**src/rtl/pm_evt_pkg.sv**
```systemverilog
package pm_evt_pkg;
  localparam int REG_W     = 16;
  localparam int ACC_BYTES = 2;
  localparam int SIZE_W    = 3;

  // Flag positions
  localparam int B_TMR  = 0;
  localparam int B_BUS  = 4;
  localparam int B_GLB  = 5;
  localparam int B_PWR  = 8;
  localparam int B_SLP  = 9;
  localparam int B_RTC  = 10;
  localparam int B_WAKE = 15;

  typedef logic [REG_W-1:0] reg_t;

  // Status bits that exist at all
  localparam reg_t ST_EXIST_M = reg_t'((1 << B_TMR) | (1 << B_BUS) | (1 << B_GLB) |
                                       (1 << B_PWR) | (1 << B_SLP) | (1 << B_RTC) |
                                       (1 << B_WAKE));
  // Status bits that software may clear with a 1
  localparam reg_t ST_CLR_M   = reg_t'((1 << B_WAKE) | (1 << B_RTC) | (1 << B_SLP) |
                                       (1 << B_PWR) | (1 << B_BUS));
  // Enable bits that hold a written value
  localparam reg_t EN_WR_M    = reg_t'((1 << B_PWR) | (1 << B_GLB));
  // Pairs that can raise the interrupt
  localparam reg_t SCI_M      = reg_t'((1 << B_TMR) | (1 << B_GLB) | (1 << B_PWR) |
                                       (1 << B_SLP) | (1 << B_RTC));
endpackage

```
**src/rtl/pm_evt_regif.sv**
```systemverilog
module pm_evt_regif
  import pm_evt_pkg::*;
#(
  parameter int              ADDR_W    = 16,
  parameter logic [ADDR_W-1:0] BASE_ADDR = 16'h0400
) (
  input  logic              clk,
  input  logic              rst,
  input  logic              acc_valid,
  input  logic              acc_write,
  input  logic [ADDR_W-1:0] acc_addr,
  input  logic [SIZE_W-1:0] acc_size,
  input  reg_t              acc_wdata,
  input  reg_t              st_q,
  input  reg_t              en_q,
  output reg_t              st_clr,
  output logic              en_we,
  output reg_t              en_wdata,
  output logic              acc_ack,
  output logic              acc_err,
  output reg_t              acc_rdata
);
  localparam logic [ADDR_W-1:0] EN_ADDR = BASE_ADDR + ADDR_W'(2);

  logic hit_st, hit_en, hit_any, size_ok, good;
  logic ack_q, err_q;
  reg_t rdata_q, rd_sel;

  always_comb begin
    hit_st  = acc_valid && (acc_addr == BASE_ADDR);
    hit_en  = acc_valid && (acc_addr == EN_ADDR);
    hit_any = hit_st || hit_en;
    size_ok = (acc_size == SIZE_W'(ACC_BYTES));
    good    = hit_any && size_ok;
    st_clr   = (good && acc_write && hit_st) ? acc_wdata : '0;
    en_we    = good && acc_write && hit_en;
    en_wdata = acc_wdata;
    rd_sel   = hit_st ? st_q : en_q;
  end

  always_ff @(posedge clk) begin
    if (rst) begin
      ack_q   <= 1'b0;
      err_q   <= 1'b0;
      rdata_q <= '0;
    end else begin
      ack_q   <= hit_any;
      err_q   <= hit_any && !size_ok;
      rdata_q <= (good && !acc_write) ? rd_sel : '0;
    end
  end

  assign acc_ack   = ack_q;
  assign acc_err   = err_q;
  assign acc_rdata = rdata_q;

  assert_ack_due_R9: assert property (@(posedge clk) disable iff (rst)
    (acc_valid && (acc_addr == BASE_ADDR || acc_addr == EN_ADDR)) |=> acc_ack);
  assert_no_ack_miss_R7: assert property (@(posedge clk) disable iff (rst)
    !(acc_valid && (acc_addr == BASE_ADDR || acc_addr == EN_ADDR)) |=> !acc_ack);
  assert_err_has_ack_R6: assert property (@(posedge clk) disable iff (rst)
    acc_err |-> (acc_ack && acc_rdata == '0));
endmodule

```
**src/rtl/pm_evt_status.sv**
```systemverilog
module pm_evt_status
  import pm_evt_pkg::*;
(
  input  logic clk,
  input  logic rst,
  input  reg_t evt,
  input  reg_t clr,
  output reg_t st_q
);
  reg_t st_r, keep;

  always_comb keep = st_r & ~(clr & ST_CLR_M);

  always_ff @(posedge clk) begin
    if (rst) st_r <= '0;
    else     st_r <= (keep | evt) & ST_EXIST_M;
  end

  assign st_q = st_r;

  assert_evt_sets_R2: assert property (@(posedge clk) disable iff (rst)
    ((evt & ST_EXIST_M) != '0) |=> ((st_r & $past(evt & ST_EXIST_M)) == $past(evt & ST_EXIST_M)));
  assert_fixed_bits_hold_R3: assert property (@(posedge clk) disable iff (rst)
    1'b1 |=> ((st_r & $past(st_r) & ~ST_CLR_M) == ($past(st_r) & ~ST_CLR_M)));
  assert_evt_beats_clear_R8: assert property (@(posedge clk) disable iff (rst)
    (evt[B_PWR] && clr[B_PWR]) |=> st_r[B_PWR]);
endmodule

```
**src/rtl/pm_evt_enable.sv**
```systemverilog
module pm_evt_enable
  import pm_evt_pkg::*;
(
  input  logic clk,
  input  logic rst,
  input  logic we,
  input  reg_t wdata,
  output reg_t en_q
);
  reg_t en_r;

  always_ff @(posedge clk) begin
    if (rst)     en_r <= '0;
    else if (we) en_r <= wdata & EN_WR_M;
  end

  assign en_q = en_r;

  assert_en_only_on_write_R4: assert property (@(posedge clk) disable iff (rst)
    !we |=> $stable(en_r));
endmodule

```
**src/rtl/pm_evt_sci.sv**
```systemverilog
module pm_evt_sci
  import pm_evt_pkg::*;
(
  input  logic clk,
  input  logic rst,
  input  reg_t st_q,
  input  reg_t en_q,
  output logic sci
);
  logic sci_r;
  reg_t pend;

  always_comb pend = st_q & en_q & SCI_M;

  always_ff @(posedge clk) begin
    if (rst) sci_r <= 1'b0;
    else     sci_r <= |pend;
  end

  assign sci = sci_r;
endmodule

```
**src/rtl/pm_evt_block.sv**
```systemverilog
module pm_evt_block
  import pm_evt_pkg::*;
#(
  parameter int              ADDR_W    = 16,
  parameter logic [ADDR_W-1:0] BASE_ADDR = 16'h0400
) (
  input  logic              clk,
  input  logic              rst,
  input  logic              acc_valid,
  input  logic              acc_write,
  input  logic [ADDR_W-1:0] acc_addr,
  input  logic [2:0]        acc_size,
  input  logic [15:0]       acc_wdata,
  input  logic [15:0]       evt_pulse,
  output logic              acc_ack,
  output logic              acc_err,
  output logic [15:0]       acc_rdata,
  output logic              sci_level
);
  reg_t st_q, en_q, st_clr, en_wdata;
  logic en_we;

  pm_evt_regif #(.ADDR_W(ADDR_W), .BASE_ADDR(BASE_ADDR)) u_regif (
    .clk(clk), .rst(rst),
    .acc_valid(acc_valid), .acc_write(acc_write), .acc_addr(acc_addr),
    .acc_size(acc_size), .acc_wdata(acc_wdata),
    .st_q(st_q), .en_q(en_q),
    .st_clr(st_clr), .en_we(en_we), .en_wdata(en_wdata),
    .acc_ack(acc_ack), .acc_err(acc_err), .acc_rdata(acc_rdata)
  );

  pm_evt_status u_status (
    .clk(clk), .rst(rst), .evt(evt_pulse), .clr(st_clr), .st_q(st_q)
  );

  pm_evt_enable u_enable (
    .clk(clk), .rst(rst), .we(en_we), .wdata(en_wdata), .en_q(en_q)
  );

  pm_evt_sci u_sci (
    .clk(clk), .rst(rst), .st_q(st_q), .en_q(en_q), .sci(sci_level)
  );

  assert_sci_lag_R5: assert property (@(posedge clk) disable iff (rst)
    1'b1 |=> (sci_level == $past(|(st_q & en_q & SCI_M))));
  assert_sci_reset_R1: assert property (@(posedge clk)
    rst |=> (!sci_level && !acc_ack));
endmodule

```
**config.mk**
```make
export PLATFORM = sky130hd
export DESIGN_NAME = pm_evt_block
export DESIGN_NICKNAME = d
export VERILOG_FILES = /design/src/rtl/pm_evt_pkg.sv /design/src/rtl/pm_evt_regif.sv /design/src/rtl/pm_evt_status.sv /design/src/rtl/pm_evt_enable.sv /design/src/rtl/pm_evt_sci.sv /design/src/rtl/pm_evt_block.sv
export SDC_FILE = /design/constraint.sdc
export NUM_CORES = 1
export LEC_CHECK = 0
export ABC_AREA = 1
export BUFFER_PORTS_ARGS = -buffer_cell sky130_fd_sc_hd__buf_2
export CAP_MARGIN = 20
export CORE_ASPECT_RATIO = 1.2
export CORE_UTILIZATION = 35
export CTS_BUF_LIST = sky130_fd_sc_hd__clkbuf_16
export CTS_CLUSTER_SIZE = 12
export DETAILED_ROUTE_END_ITERATION = 16
export GPL_ROUTABILITY_DRIVEN = 0
export PLACE_DENSITY = 0.76
export RECOVER_POWER = 25
export SYNTH_ARGS = -nofsm -noshare
export SYNTH_HDL_FRONTEND = slang
export SYNTH_SLANG_ARGS = --single-unit
```
**constraint.sdc**
```tcl
create_clock -name clk -period 0.8 [get_ports clk]
set_input_delay 0.08 -clock clk [delete_from_list [all_inputs] [get_ports clk]]
set_output_delay 0.08 -clock clk [all_outputs]
set_load 0.01 [all_outputs]
```
**Word level (Yosys, flattened, before mapping)**

Cells that the tools add are included.

- Bits in registers: 28
- Bits of input ports: 55
- Output and inout port bits: 19
- Word-level logic and storage cells: 32

- Equal/unequal tests: 3
- Multiplexer cells: 2
- Bitwise gates (word level): 6
- Reduce and logical (&&, ||, !) cells: 14

Operators with widths:

| operator | number |
|---|---|
| $eq 16x11->1 const B | 2 |
| $and 16x16->16 | 1 |
| $mux 16 | 1 |
| $not 16->16 | 1 |
| $or 16x16->16 | 1 |
| $and 11x9->11 | 1 |
| $mux 9 | 1 |
| $logic_and 1x1->1 | 8 |
| $reduce_or 5->1 | 1 |
| $eq 3x2->1 const B | 1 |
| $reduce_or 3->1 | 1 |
| $logic_not 1->1 | 2 |
| $not 1->1 | 2 |
| $reduce_or 2->1 | 1 |
| $logic_or 1x1->1 | 1 |

**Logic depth before layout (Yosys ltp)**

- Word-level depth: 10
- Gate-level depth with buffers: 10
- Mapped depth without buffers: 9

**Cells and area by module**

Synthesis repeated with hierarchy kept, for this count alone.

- Cells, all modules: 241
- Area total of the unflattened synthesis: 1,778.0 µm²

Modules (own cells, without submodules):

| module | instances | cells each | area an instance (µm²) | sequential area each (µm²) |
|---|---|---|---|---|
| pm_evt_regif | 1 | 162 | 1,222.4 | 360.3 |
| pm_evt_status | 1 | 41 | 307.8 | 140.1 |
| pm_evt_enable | 1 | 28 | 190.2 | 40.0 |
| pm_evt_sci | 1 | 10 | 57.6 | 20.0 |

**Worst setup path after synthesis**

OpenSTA, ideal clock, no wires.

- Path kind: input to register
- Start point: in acc_addr[3]
- End point: reg u_status.st_r[8] (netlist: u_status.st_q[8])
- Library setup time: 0.125 ns
- Arrival time: 0.751 ns
- Required time: 0.675 ns
- Setup slack: -0.076 ns
- Cell stages on the path: 5
- Buffers on the path: 0
- Path through: or2_4 > nor2_4 > nand4_1 > nand2_1 > a21oi_1

- Cells in the longest elaborated chain, start to end: 10
- Elaborated cells on any way between the ends: 12
- Classes of those cells: 2 x eq/ne; 1 x mux; 3 x bitwise; 6 x reduce/logical

Ends and longest elaborated chain:

| what | line | text |
|---|---|---|
| start: declaration | pm_evt_block.sv:11 | `input logic [ADDR_W-1:0] acc_addr,` |
| $eq 16x11->1 (on tied branches) | pm_evt_regif.sv:30, pm_evt_regif.sv:31 |  |
| $logic_and 1x1->1 (on tied branches) | pm_evt_regif.sv:30, pm_evt_regif.sv:31 |  |
| $logic_or 1x1->1 | pm_evt_regif.sv:32 | `hit_any = hit_st \|\| hit_en;` |
| $logic_and 1x1->1 | pm_evt_regif.sv:34 | `good = hit_any && size_ok;` |
| $logic_and 1x1->1 | pm_evt_regif.sv:35 | `st_clr = (good && acc_write && hit_st) ? acc_wdata : '0;` |
| $logic_and 1x1->1 (*) | pm_evt_regif.sv:35 |  |
| $mux 16 (*) | pm_evt_regif.sv:35 |  |
| $not 16->16 (*) | pm_evt_status.sv:12 | `always_comb keep = st_r & ~(clr & ST_CLR_M);` |
| $and 16x16->16 (*) | pm_evt_status.sv:12 |  |
| $or 16x16->16 (*) | pm_evt_status.sv:16 | `else st_r <= (keep \| evt) & ST_EXIST_M;` |
| end signal: assignment | pm_evt_status.sv:16 |  |
| end: declaration | pm_evt_status.sv:10 | `reg_t st_r, keep;` |

Every way passes the cells marked *; elsewhere a longest branch is shown, timed or not.
A chain may end at the register's enable or synchronous reset.

**Worst setup path in the final report**

- Start point: in acc_addr[4]
- End point: reg u_status.st_r[10] (netlist: u_status.st_q[10])

Same word-level chain as after synthesis.

==> key figures <==
Die
  • Core area: 2550 um^2
  • Number of rows in the core area: 20
  • Overall die height: 58.9 um
  • Die area: 2920 um^2
  • Top-level port count: 74
  • Initial standard-cell utilization of the core: 0.371
  • Chip width: 49.5 um

GRT
  • Global routing usage summed across all routing layers: 0.138
  • Number of global-route vias before repair: 736
  • Residual overflow from global routing: 0
  • Number of antenna violations at the first check in global routing: 0
  • Global-route wire length before repair: 2.93 mm
  • Largest net degree at the start of global routing: 12

Logic synthesis
  • Most used DFF post-synth: dfxtp_1
  • Share of the synthesized area in the top cell type: 0.402
  • Number of storage elements in the synthesis netlist: 19
  • Mean cell area of the mapped netlist: 7.69 um^2
  • Cells after Synth: 123
  • Synth warnings: 0
  • Largest area contributor in the synthesized netlist: dfxtp_1
  • Number of unique standard cell types used by synthesis: 21
  • EDFF count, synth: 0
  • Dominant cells by area after synthesis: dfxtp_1 40%, inv_1 9.9%, nand2_1 7.5%
  • Post-Synthesis Cell Area: 946 um^2
  • Async set or reset register ratio after synthesis: 0
  • Sequential fraction of the synthesis area: 0.402

Clock tree
  • CTS clock-pin slew for the worst setup and hold paths: 0.05 ns
  • CTS H-Tree Depth: 1
  • Cts hold-fix bufs: 0
  • Number of sinks driven by the clock tree: 19
  • CTS root buf: clkbuf_16
  • CTS tree: yes
  • Clock insertion delay at the later pin of the skew report: 0.25 ns
  • Bufs on Longest Clock Path: 2
  • Number of buffers inserted during clock tree synthesis: 3

STA
  • Number of hold violations in the final report: 0
  • Peak clock frequency supported by timing: 1300 MHz
  • Setup repair after global routing missed its margin: true
  • Clock skew: 0.00111 ns
  • Final period demand of the worst path: 0.772 ns
  • Number of pins with negative max-slew slack in the final report: 0
  • Count of final setup violators: 0
  • Period Utilization, post-route: 0.965

Detailed routing
  • Via density per instance: 4.13
  • Remaining antenna violation count: 0
  • DR pass1 iterations: 4
  • Routed wire length: 2.07 mm
  • Post-route DRC violation count: 0
  • Number of DRC markers in iteration 0: 6
  • Average detailed-routed wire length per instance: 9.74 um
  • Vias after detailed routing: 880

Layout
  • Leading cell type in the layout, fill and taps excluded: buf_2
  • Number of inserted diodes: 0
  • Fillers: 226
  • Fraction of final layout cells with drive strength greater than 1: 0.556
  • Number of nets in the layout: 236
  • Highest-count cells in the layout ignoring fill and taps: 36 x buf_2, 19 x dfxtp_1, 16 x inv_1
  • Design area: 1510 um^2
  • Area growth, synth to finish: 59.1%
  • Non-filler cells in the finished layout: 213

Setup path
  • Worst-case register-to-register setup slack: 0.14 ns
  • Depth of the most critical reg-to-reg path: 2
  • Highest fanout seen on the critical path: 8
  • Critical path data required time: 0.95 ns
  • Element type at the critical path start: primary input
  • Endpoint type of the worst setup path: flop
  • Reg-to-reg critical path startpoint: u_status.st_q[5]
  • WP data arrival: 0.92 ns
  • Worst reg2reg endpoint: u_regif.acc_rdata[5]
  • Critical path class: primary input to flop

Placement
  • Placed Cells: 206
  • Port bufs: 45
  • Post-Place Cell Area: 1260 um^2
  • HPWL Detailed: 1.52 mm

Pwr
  • Leakage power figure: 0.000798 uW
  • Power density normalized to cell area: 1560 nW/um^2
  • VDD IR max: 1.05 mV

Worst hold path
  • Hold EP: u_status.st_q[5]
  • Hold Startpoint: evt_pulse[5]
  • Worst hold path depth: 3
  • Worst min-delay path category: primary input to flop

Status
  • Outcome: completed

Job
  • Max Cap Viol: 0
## synth_stat cells, types with 2 or more instances
library cell / number
inv_1: 25
dfxtp_1: 19
nand2_1: 19
nor2_1: 18
buf_4: 9
a21oi_1: 7
nand4_1: 5
nand3_1: 3
nor2_4: 3
a21oi_2: 2
nand2_4: 2
nor2_2: 2
## flip-flops by register name, summed over array words and instances, names as in the netlist
signal and flops:
u_sci.sci 1, u_regif.acc_rdata 7, u_regif.acc_err 1, u_enable.en_q 2
u_regif.acc_ack 1, u_status.st_q 7
## worst max-delay path, stage by stage
cell and delay, ns:
buf_8 0.10, clkinv_8 0.03, nand2_4 0.04, nor2_4 0.10
nand2_2 0.06, nor2_4 0.12, buf_6 0.14, nand4_1 0.08
nand2_1 0.10, a21oi_2 0.05
## power by group
| part | internal (uW) | switching (uW) | leakage (uW) |
|---|---|---|---|
| logic | 174 | 169 | 0.000602 |
| clock network | 670 | 341 | 0.0000409 |
| registers | 973 | 15.3 | 0.000155 |
| total | 1820 | 525 | 0.000798 |
## worst max path at each step
stage / startpoint / endpoint / slack, ns
detailed placement: acc_addr[4] / u_status.st_q[10] / -0.30
CTS: acc_addr[7] / u_status.st_q[4] / -0.008
global route: acc_size[0] / u_enable.en_q[8] / -0.05
floorplan: acc_addr[3] / u_status.st_q[8] / -0.08
global placement: acc_addr[4] / u_status.st_q[10] / -0.28
finish: acc_addr[4] / u_status.st_q[10] / 0.03
## layout make-up
type | count | area [um^2] | share of cell area
Timing Repair Buffer | 55 | 384 | 0.255
Clock buffer | 3 | 75.1 | 0.0499
Multi-Input combinational cell | 76 | 492 | 0.327
Clock inverter | 1 | 5.00 | 0.00333
Sequential cell | 19 | 380 | 0.253
Tap cell | 33 | 41.3 | 0.0274
Inverter | 26 | 128 | 0.0848
## per-stage QoR
| step | worst slack (ns) | setup TNS [ns] | hold slack (ns) | power [uW] | utilization |
|---|---|---|---|---|---|
| 2_1_floorplan | -0.0752 | -0.556 | 0.196 | 1160 | - |
| 3_3_place_gp | -0.282 | -3.86 | 0.284 | 1270 | 0.494 |
| 3_5_place_dp | -0.303 | -4.10 | 0.291 | 1280 | 0.494 |
| 4_1_cts | -0.00758 | -0.00758 | 0.0310 | 2310 | 0.544 |
| 5_1_grt | -0.0492 | -0.235 | 0.0718 | 2440 | 0.590 |
| 6_report | 0.0279 | 0 | 0.0305 | 2340 | 0.590 |
## what timing repair did
item | in CTS | in global routing
gates cloned | 0 | 1
pin swaps | 8 | 13
buffers inserted | 0 | 2
setup endpoints to repair | 10 | 14
resized for setup | 12 | 25
## per-layer routing
layer | track usage | vias to the layer above | wire length [um]
met3 | 0.0233 | 5 | 172
li1 | - | 464 | -
met2 | 0.227 | 41 | 1020
met4 | 0.122 | 0 | 51
met5 | 0 | - | 0
met1 | 0.154 | 370 | 828
## kinds of logic after synthesis
group                  count (synthesis)  share of synthesized area
AO/OA/AOI/OAI                          9                     0.0556
buffers and inverters                 37                      0.197
flip-flops                            19                      0.402
other                                  1                    0.00396
AND/OR/NAND/NOR                       57                      0.341
No activity file was read; power rests on OpenSTA's default activity.
